===== src/rtl/rot_pkg.sv =====
package rot_pkg;
  typedef enum logic {
    ROT_LEFT  = 1'b0,
    ROT_RIGHT = 1'b1
  } rot_dir_e;
endpackage


===== src/rtl/rot_stage.sv =====
module rot_stage #(
  parameter int WIDTH = 8,
  parameter int DIST  = 1
) (
  input  logic             en,
  input  logic [WIDTH-1:0] x,
  output logic [WIDTH-1:0] y
);
  always_comb begin
    if (en) y = {x[WIDTH-1-DIST:0], x[WIDTH-1:WIDTH-DIST]};
    else    y = x;
    // a rotation never creates or destroys ones
    p_stage_ones_kept_r5: assert ($countones(y) == $countones(x))
      else $error("stage changed population");
  end
endmodule


===== src/rtl/rot_amount_xform.sv =====
module rot_amount_xform
  import rot_pkg::*;
#(
  parameter int AMT_W = 3
) (
  input  logic [AMT_W-1:0] amt,
  input  rot_dir_e         dir,
  output logic             pre_en,
  output logic [AMT_W-1:0] eff_amt
);
  always_comb begin
    pre_en  = (dir == ROT_RIGHT);
    eff_amt = pre_en ? ~amt : amt;
  end

  // right turn: one front place plus eff_amt must cancel amt modulo 2^AMT_W
  logic [AMT_W-1:0] wrap_sum;
  always_comb begin
    wrap_sum = eff_amt + AMT_W'(pre_en) + amt;
    if (dir == ROT_RIGHT)
      p_right_wraps_r6: assert (wrap_sum == '0)
        else $error("right amount does not wrap");
  end
endmodule


===== src/rtl/rot_chain.sv =====
module rot_chain #(
  parameter int WIDTH = 8,
  parameter int AMT_W = $clog2(WIDTH)
) (
  input  logic [AMT_W-1:0] sel,
  input  logic [WIDTH-1:0] x,
  output logic [WIDTH-1:0] y
);
  logic [WIDTH-1:0] lvl [AMT_W+1];

  assign lvl[0] = x;

  for (genvar i = 0; i < AMT_W; i++) begin : g_stage
    rot_stage #(.WIDTH(WIDTH), .DIST(1 << i)) u_stage (
      .en (sel[i]),
      .x  (lvl[i]),
      .y  (lvl[i+1])
    );
  end

  assign y = lvl[AMT_W];
endmodule


===== src/rtl/bidir_rotator.sv =====
module bidir_rotator
  import rot_pkg::*;
#(
  parameter int WIDTH = 8,
  parameter int AMT_W = $clog2(WIDTH)
) (
  input  logic [WIDTH-1:0] din,
  input  logic [AMT_W-1:0] amt,
  input  logic             dir_right,
  output logic [WIDTH-1:0] dout
);
  rot_dir_e         dir;
  logic             pre_en;
  logic [AMT_W-1:0] eff_amt;
  logic [WIDTH-1:0] pre_word;

  assign dir = rot_dir_e'(dir_right);

  rot_amount_xform #(.AMT_W(AMT_W)) u_xform (
    .amt     (amt),
    .dir     (dir),
    .pre_en  (pre_en),
    .eff_amt (eff_amt)
  );

  rot_stage #(.WIDTH(WIDTH), .DIST(1)) u_front (
    .en (pre_en),
    .x  (din),
    .y  (pre_word)
  );

  rot_chain #(.WIDTH(WIDTH), .AMT_W(AMT_W)) u_chain (
    .sel (eff_amt),
    .x   (pre_word),
    .y   (dout)
  );

  // end-to-end checks at the ports
  int unsigned src_idx;
  always_comb begin
    if (dir_right) src_idx = (int'(amt)) % WIDTH;
    else           src_idx = (WIDTH - int'(amt)) % WIDTH;
    if (amt == '0)
      p_zero_identity_r3: assert (dout == din) else $error("zero amount moved data");
    if (!dir_right)
      p_left_bit0_r1: assert (dout[0] == din[src_idx]) else $error("left bit0 wrong");
    else
      p_right_bit0_r2: assert (dout[0] == din[src_idx]) else $error("right bit0 wrong");
    p_ones_kept_r5: assert ($countones(dout) == $countones(din))
      else $error("population changed");
  end
endmodule


===== config.mk =====
export PLATFORM = sky130hd
export DESIGN_NAME = bidir_rotator
export DESIGN_NICKNAME = d
export VERILOG_FILES = /design/src/rtl/rot_pkg.sv /design/src/rtl/rot_stage.sv /design/src/rtl/rot_amount_xform.sv /design/src/rtl/rot_chain.sv /design/src/rtl/bidir_rotator.sv
export SDC_FILE = /design/constraint.sdc
export NUM_CORES = 1
export LEC_CHECK = 0
export ABC_CLOCK_PERIOD_IN_PS = 1700
export BUFFER_PORTS_ARGS = -buffer_cell sky130_fd_sc_hd__buf_4
export CORE_AREA = 2 2 39 41
export DETAILED_ROUTE_END_ITERATION = 8
export DIE_AREA = 0 0 41 43
export PLACE_DENSITY = 0.68
export SYNTH_ARGS = -nofsm -noshare
export SYNTH_HDL_FRONTEND = slang
export SYNTH_SLANG_ARGS = --single-unit
export TNS_END_PERCENT = 5

===== constraint.sdc =====
create_clock -name vclk -period 1.7
set_clock_uncertainty 0.05 [all_clocks]
set_input_delay 0 -clock vclk [all_inputs]
set_output_delay 0 -clock vclk [all_outputs]
set_load 0.05 [all_outputs]

==> metrics list, run 1 <==
- Broken down by cell family, the worst path's largest delay share belongs to multiplexers.
- Setup violations remaining at the end of the flow were counted as 0.
- Across the run, the number of max-cap violations was 0.
- Summing all multi-input logic gate instances after layout gives ~400 um^2.
- The net count of the finished layout is 72.
- Category of the critical setup timing path: in2out
- Critical Path, Cell by Cell: buf_4 -> xnor2_2 -> buf_4 -> mux4_2 -> mux2i_2 -> buf_4
- Via total after detailed routing: ~380
- Count of pins on the block boundary: 20
- Commonest cells after routing, fill and taps aside: 23 x sky130_fd_sc_hd__buf_4, 8 x sky130_fd_sc_hd__mux2i_1, 8 x sky130_fd_sc_hd__inv_1, 8 x sky130_fd_sc_hd__mux4_2, 8 x sky130_fd_sc_hd__mux2i_2
- During placement, the flow inserted port buffers numbering 20.
* Filler instances: 142
- The number of endpoints with negative hold slack in the final report was 0.
- Startpoint types: input port
* Post-CTS Hold Fix Bufs: 0
- The synthesized netlist occupies a cell area of ~420 um^2.
* DRC violation count after routing: 0
- In this run the worst path has a maximum fanout of 11.
- Number of pins with negative max-slew slack in the final report: 0
- Post-Syn Area per Cell: roughly 11 um^2
- Non-Filler Instances: between 70 and 80
- Number of antenna cells inserted: 0
* Register area share after synthesis: 0
- Most common cell after layout, fill and taps aside: sky130_fd_sc_hd__buf_4
* Run status: finished clean
- After detailed placement, the total cell area comes to 627 um^2.
- Final WL: ~1000 um
- Overall die width: 41 um
- STA puts the critical path data required time at between 1500 and 2000 ps.
- Counting stages on the worst path, the most repeated cell is sky130_fd_sc_hd__buf_4.
* Routed length per instance: roughly 14 um
- First-pass GRT wire length: around 1700 um
- In this run the core area contains 14 standard-cell rows.
* Share of layout cells above drive strength 1: 0.690
- The finished cells cover 627 um^2.
- The worst pin sits at a relative slew slack of 0.855.
- Weighted congestion reported at the end of routability-driven placement: roughly 0.79
- Antenna violation net count after detailed routing: 0
- The number of buffers and inverters on the critical path is 3.
- Worst hold path type: in2out
- Cell count after synthesis: 37
- The via count of the first global-routing pass came to just over 400.
* Number of search-and-repair iterations in the first detailed-routing pass: 2
* DP Wirelength: roughly 900 um
- Final cell utilization of the core: 0.453
* Transition time of the tightest slew-check pin: approximately 210 ps
- Synthesis Warnings: 0
* Time the worst path needs with I/O delays and setup: between 1500 and 2000 ps
- For this run, the slowest stage of the critical path takes 560 ps.
* Count of unique library cells instantiated by Yosys: 8
- Core Region: ~1400 um^2
- Data on the critical path arrives at its endpoint at ~1500 ps.
- Hold Crit Start: amt[1]
* Initial standard-cell utilization of the core: 0.300
* Maximum number of pins on one net before global-route repair: 12
* CTS resizes: 0
- Summed over all cells, the static leakage comes to 0.299 nW.
- Syn Nets: slightly below 50
- Slowest library cell on the worst path: sky130_fd_sc_hd__mux4_2
* FF+latch count: 0
* Initial antenna violation count: 0
- Highest achievable clock rate: around 650 MHz
- In the final layout, flip-flops and latches occupy 0 um^2.
- Power spread over the standard cell area amounts to about 650 nW/um^2.
* DRC violation total after the first TritonRoute iteration: 1
* Clock buffer cells: 0
- Setup repair after global routing left no endpoint under its margin.
- In the finished design, the share of the clock period the worst path needs comes to 0.904.
* Max IR drop VDD: around 0.22 mV
* Instance count after placement with tap cells included: 74
- Across every metal layer, demand over resource in global routing totals 0.130.
* Count of buffers added by post-CTS timing repair for setup: 0
* Height of the die: roughly 43 um
* Average vias per placed instance: about 5.1
- The worst hold path passes through 5 cells.
- Relative area change from synthesis to final layout: 50.9%
- Type of element capturing the critical path: primary output
- Final global-route overflow total: 0
- Die area: around 1800 um^2
* Endpoint of the worst hold path: dout[6]
how the worst max path moves through the flow:
| stage | startpoint | to | slack [ps] | cells past startpoint |
|---|---|---|---|---|
| CTS | dir_right | dout[5] | 150 | 6 |
| global route | dir_right | dout[5] | 90 | 6 |
| global placement | dir_right | dout[1] | 180 | 6 |
| finish | dir_right | dout[5] | 160 | 6 |
| detailed placement | dir_right | dout[5] | 150 | 6 |
| floorplan | amt[2] | dout[3] | -20 | 3 |
power breakdown:
group,total [mW],switching (mW),internal [mW]
registers,0,0,0
logic,0.404,0.234,0.170
clock network,0,0,0
total,0.404,0.234,0.170
metal layers:
| metal | vias to the layer above | routed length (um) | global-route usage |
|---|---|---|---|
| li1 | 183 | - | - |
| met1 | 177 | 456 | 0.187 |
| met2 | 19 | 465 | 0.225 |
| met3 | 0 | 82 | 0 |
| met4 | 0 | 0 | 0 |
| met5 | - | 0 | 0 |
synth_stat cells:
cell type                 instances  share of area
sky130_fd_sc_hd__mux2i_1         16           0.39
sky130_fd_sc_hd__buf_1            1         0.0090
sky130_fd_sc_hd__inv_1            8          0.072
sky130_fd_sc_hd__mux4_2           8           0.43
sky130_fd_sc_hd__xor2_1           1          0.021
sky130_fd_sc_hd__xnor2_1          1          0.021
sky130_fd_sc_hd__xnor2_2          1          0.039
sky130_fd_sc_hd__buf_4            1          0.018
metrics by stage:
stage	setup TNS, ps	power, mW	worst slack, ps	hold WS, ps
CTS	0	0.408	149	562
floorplan	-160	0.295	-20.6	414
global placement	0	0.401	185	552
global route	0	0.429	93.6	594
finish	0	0.404	163	557
detailed placement	0	0.408	148	561
tightest hold or removal path, stage by stage:
cell and delay (ps):
sky130_fd_sc_hd__buf_4 90, sky130_fd_sc_hd__xnor2_1 100, sky130_fd_sc_hd__buf_4 150, sky130_fd_sc_hd__mux2i_2 70, sky130_fd_sc_hd__buf_4 190
cell type report:
| cell class | instances | area share |
|---|---|---|
| Inverter | 8 | 0.0479 |
| Multi-Input combinational cell | 27 | 0.645 |
| Tap cell | 16 | 0.0319 |
| Timing Repair Buffer | 23 | 0.275 |
cell families (layout without fill, tap and decap cells):
| family | after synthesis | count (layout) | synth area share |
|---|---|---|---|
| buf+inv | 10 | 31 | 0.0994 |
| mux | 24 | 24 | 0.819 |
| xor+xnor | 3 | 3 | 0.0813 |
No activity file was read; power rests on OpenSTA's default activity.
==> inputs of run 2 (changes only) <==
ABC_AREA = 1   (was not set)
PLACE_DENSITY = 0.71   (was 0.68)
==> metrics list, run 2 <==
- Of the cells placed in the final design, the portion with a size suffix greater than 1 is 0.259.
- Counting instances in the post-synthesis netlist gives the leading cell types as 51 x sky130_fd_sc_hd__nand2_1, 32 x sky130_fd_sc_hd__nand3_1, 3 x sky130_fd_sc_hd__inv_2.
- Of the post-synthesis cell area, the dominant cell type holds 0.418.
- The initial antenna violation count came to 0.
- In this run the worst path has a maximum fanout of 14.
- 20 I/O pins were placed.
- Type of element capturing the critical path: primary output
* Final setup viols: 0
* Worst hold path type: in2out
- The number of setup buffers added after CTS is 0.
- The library cell used most frequently in the layout, excluding fill and tap cells, is sky130_fd_sc_hd__nand2_1.
- Slew Limit Headroom: 0.705
- The first global-routing pass estimated 1990 um of wire.
- VDD sags by at most approximately 0.36 mV.
* Non-Filler Instances: around 130
- Height of the die: between 40 and 50 um
* Data required, critical path: around 1700 ps
* Overall die width: 41 um
- The share of the Yosys chip area taken by registers is 0.
* Area of all sequential standard cells: 0 um^2
- At the pin with the least slew margin, the transition time is 440 ps.
* Run status: finished clean
- Number of pins with negative max-slew slack in the final report: 0
- For this run, the total global-route usage over all layers was measured as 0.148.
- 0 antenna diodes ended up in the layout.
* CTS resizes: 0
- Core Region: approximately 1400 um^2
- Startpoint types: input port
- Summed over all cells, the static leakage comes to roughly 0.35 nW.
- The number of nets in the synthesized netlist is ~110.
- Max-cap violations in this run came to 0.
- Relative area change from synthesis to final layout: 32.2%
- Highest achievable clock rate: between 800 and 900 MHz
* DRC violation count after routing: 0
* Unrepaired setup endpoints after global routing: false
- In this run the core area contains 14 standard-cell rows.
- In the layout the commonest cells are 51 x sky130_fd_sc_hd__nand2_1, 32 x sky130_fd_sc_hd__nand3_1, 20 x sky130_fd_sc_hd__buf_4.
- The biggest area contributor in the post-synthesis netlist is sky130_fd_sc_hd__nand2_1.
- The design draws roughly 0.40 mW.
* Cell types with the largest area share after synthesis: sky130_fd_sc_hd__nand2_1 42%, sky130_fd_sc_hd__nand3_1 35%, sky130_fd_sc_hd__xnor2_2 7.1%, sky130_fd_sc_hd__buf_6 4.9%, sky130_fd_sc_hd__xor2_2 3.6%
- After layout, the minimum clock period comes to between 1000 and 1500 ps.
* Initial standard-cell utilization of the core: 0.331
* Most frequent cell after synthesis: sky130_fd_sc_hd__nand2_1
- Cell count after synthesis: between 90 and 100
- Category of the critical setup timing path: in2out
* Crit path arrival time: about 1100 ps
- Total Neg Setup Slack: 0 ps
* DP Wirelength: around 1000 um
- Post-CTS Hold Fix Bufs: 0
- Wires add up to between 1000 and 1500 um.
- Post-Syn Area per Cell: just under 5 um^2
- The routed layout has roughly 680 vias.
* Number of search-and-repair iterations in the first detailed-routing pass: 5
- With fillers left out, the area of the finished cells amounts to slightly above 600 um^2.
- Final global-route overflow total: 0
* Count of unique library cells instantiated by Yosys: 8
- Once placement finished, the instance area stood at ~610 um^2.
- Dividing the final minimum period by the clock period gives 0.691.
* FF+latch count: 0
- Filler instances: around 150
* Clock buffer cells: 0
- Via count of the first global-routing pass: between 500 and 600
* Total power per unit cell area: about 660 nW/um^2
* Routed length per instance: about 9.5 um
- The number of endpoints with negative hold slack in the final report is 0.
* Maximum number of pins on one net before global-route repair: 15
* Die area: ~1800 um^2
* Average vias per placed instance: 5.33
* Post-synthesis instance area: ~460 um^2
- Number of nets in the final layout: approximately 130
* Antenna violation net count after detailed routing: 0
* Port Buffer Count: 20
* Final cell utilization of the core: 0.438
- Weighted congestion reported at the end of routability-driven placement: 0.852
* Synthesis Warnings: 0
* Instance count after placement with tap cells included: about 130
* DRC violation total after the first TritonRoute iteration: 40
==> run 2: changes by cell type in the layout (fill, tap and decap cells not counted), sizes merged <==
| cell | before | now |
|---|---|---|
| nand2 | 0 | 54 |
| nand3 | 0 | 32 |
| inv | 8 | 3 |
| buf | 23 | 20 |
| mux2i | 16 | 0 |
| mux4 | 8 | 0 |
==> run 2: layout make-up <==
type	instances	area (um^2)	area share
Tap cell	16	20.0	0.0331
Multi-Input combinational cell	89	424	0.700
Timing Repair Buffer	20	150	0.248
Inverter	3	11.3	0.0186
==> run 2: final timing paths <==
kind              slack, ps  cells after the start  endpoint      start
setup / recovery        530                      9   dout[7]  dir_right
hold / removal          530                      5   dout[2]     amt[2]
==> run 2: logic make-up after synthesis <==
logic type	synth area share
buffers and inverters	0.0738
and+or+nand+nor	0.820
xor gates and xnor gates	0.107
==> run 2: power by group <==
part	internal, mW	leakage [nW]	switching [mW]
registers	0	0	0
logic	0.126	0.354	0.272
clock network	0	0	0
total	0.126	0.354	0.272
==> run 2: critical path, cell delays in order <==
cell                      delay [ps]
sky130_fd_sc_hd__buf_4           180
sky130_fd_sc_hd__inv_2           150
sky130_fd_sc_hd__nand2_1          80
sky130_fd_sc_hd__nand2_2         140
sky130_fd_sc_hd__nand2_1          90
sky130_fd_sc_hd__nand3_1         100
sky130_fd_sc_hd__nand3_1          90
sky130_fd_sc_hd__nand2_1         100
sky130_fd_sc_hd__buf_4           190
==> run 2: metrics by stage <==
stage,worst slack [ps],hold WS (ps)
floorplan,646,442
global placement,587,532
detailed placement,538,531
CTS,545,531
global route,392,559
finish,525,534
==> run 2: routing by layer <==
| layer | wire length, um | share of wire | vias up | track usage |
|---|---|---|---|---|
| li1 | - | - | 350 | - |
| met1 | 482 | 0.40 | 298 | 0.194 |
| met2 | 639 | 0.53 | 34 | 0.266 |
| met3 | 88 | 0.073 | 0 | 0 |
| met4 | 0 | 0 | 0 | 0.0133 |
| met5 | 0 | 0 | - | 0 |
==> inputs of run 3 (changes only) <==
ABC_AREA = 0   (was 1)
ABC_CLOCK_PERIOD_IN_PS = 1000   (was 1700)
PLACE_DENSITY = 0.7   (was 0.71)
clock period = 1 ns   (was 1.7 ns; I/O delays follow)
==> metrics list, run 3 (synthesized netlist as in run 1, its figures left out) <==
- FP Rows: 14
- Filler instances: about 120
- The number of setup buffers added after CTS is 0.
- The number of antenna diodes in the final layout is 0.
- DP Wirelength: roughly 990 um
- Height of the die: approximately 43 um
- Along the worst path, the maximum fanout reaches 8.
- Die area: approximately 1800 um^2
- Dividing the final minimum period by the clock period gives 1.39.
* Run status: complete, but fails checks
- Detailed routing inserted a total of between 400 and 500 vias.
- Routability-driven placement finished with a final weighted congestion of 0.738.
- In this run the static leakage power is between 0.3 and 0.4 nW.
- Total power per unit cell area: roughly 1100 nW/um^2
- Average vias per placed instance: about 5.2
- The core region is 1380 um^2.
* Maximum number of pins on one net before global-route repair: 9
* Area of placed instances: approximately 770 um^2
- The path with the worst hold slack has its endpoint at dout[7].
- Net Switching: 0.465 mW
- Max-cap violations in this run came to 0.
- STA puts the critical path data arrival time at roughly 1300 ps.
- Number of search-and-repair iterations in the first detailed-routing pass: 4
- In this run, the number of DRC markers left after iteration 0 of detailed routing was 7.
- The worst setup path is launched from an input port.
- Initial antenna violation count: 0
- For the pin with the worst max-slew slack, the measured transition is between 200 and 250 ps.
- The worst setup path is captured at a primary output.
- After global routing the overflow that remains totals 0.
- Slew Limit Headroom: 0.862
- Port Buffer Count: 20
* Area of all sequential standard cells: 0 um^2
- Setup repair after global routing could not meet its margin everywhere.
- Clock network power share: 0
- Antenna violation net count after detailed routing: 0
* Part of the power in combinational logic: 1.000
* Final setup viols: 8
- Number of pins with negative max-slew slack in the final report: 0
- Time the worst path needs with I/O delays and setup: roughly 1400 ps
- Net switching fraction of the power: 0.524
* Routed length per instance: ~13 um
- Post-CTS Hold Fix Bufs: 0
* Worst hold stages: 5
* Non-Filler Instances: 79
- Number of nets in the final layout: 77
- Count of pins on the block boundary: 20
- The final reports fail on negative setup slack.
* Global Route Usage Sum: 0.139
- From synthesis to final layout, the design area changed by 97.0%.
- In this run the most critical hold path is launched from amt[1].
- Instance count after placement with tap cells included: between 70 and 80
* Clock buffer cells: 0
- The share of total power dissipated in sequential elements is 0.
* Final hold violation count: 0
- Initial standard-cell utilization of the core: 0.300
- Minimum hold slack: approximately 530 ps
- In the routed design, unresolved DRC markers number 0.
- In the final layout, the share of cells above drive strength 1 is 0.746.
- The critical path is of the in2out type.
* Total internal power: ~0.42 mW
* Final WL: between 1000 and 1500 um
* Worst setup slack after layout: -387 ps
* Overall die width: approximately 40 um
- Total non-filler cell area in the finished layout: ~820 um^2
- Most common cell after layout, fill and taps aside: sky130_fd_sc_hd__buf_4
* FF+latch count: 0
- Worst hold path type: in2out
- Highest achievable clock rate: 721 MHz
- Data required, critical path: approximately 950 ps
- Max IR drop VDD: 0.385 mV
- The first global-routing pass estimated 1790 um of wire.
- The via count of the first global-routing pass was 396.
run 3: critical path, stage by stage:
cell and delay [ps]:
sky130_fd_sc_hd__buf_8 100, sky130_fd_sc_hd__xnor2_4 170, sky130_fd_sc_hd__buf_12 150, sky130_fd_sc_hd__mux4_2 570, sky130_fd_sc_hd__mux2i_4 170, sky130_fd_sc_hd__buf_6 180
run 3: layout make-up:
type / instances / area, um^2 / area share
Tap cell: 16 / 20.0 / 0.0245
Timing Repair Buffer: 28 / 268 / 0.327
Multi-Input combinational cell: 27 / 500 / 0.612
Inverter: 8 / 30.0 / 0.0367
run 3: metal layers:
metal  global-route usage  vias to the layer above  share of wire
li1                     -                      192              -
met1                0.192                      204           0.41
met2                0.250                       18           0.52
met3                    0                        0          0.069
met4                    0                        0              0
met5                    0                        -              0
run 3: power groups by stage:
stage / sequential, mW / clock [mW] / combinational [mW]
2_1_floorplan: 0 / 0 / 0.607
6_report: 0 / 0 / 0.887
3_5_place_dp: 0 / 0 / 0.838
4_1_cts: 0 / 0 / 0.893
3_3_place_gp: 0 / 0 / 0.828
5_1_grt: 0 / 0 / 0.930
run 3: how the worst max path moves through the flow:
stage	startpoint	endpoint	slack [ps]	cells after the start
2_1_floorplan	amt[2]	dout[0]	-390	3
3_3_place_gp	amt[2]	dout[5]	-430	6
3_5_place_dp	amt[2]	dout[0]	-460	6
4_1_cts	dir_right	dout[0]	-410	6
5_1_grt	amt[2]	dout[0]	-440	6
6_report	amt[2]	dout[0]	-390	6
run 3: through the flow:
step / util / total power, mW / setup WS (ps) / TNS, ps
after global routing: 0.591 / 0.930 / -438 / -3400
after detailed placement: 0.559 / 0.838 / -459 / -3580
after global placement: 0.559 / 0.828 / -428 / -3410
final: 0.591 / 0.887 / -387 / -3040
after floorplan: - / 0.607 / -390 / -3120
after CTS: 0.589 / 0.893 / -409 / -3190
run 3: timing repair:
| action | CTS | global route |
|---|---|---|
| resized for setup | 11 | 1 |
| pin swaps | 1 | 1 |
| setup endpoints to repair | 8 | 8 |
| gates cloned | 0 | 0 |
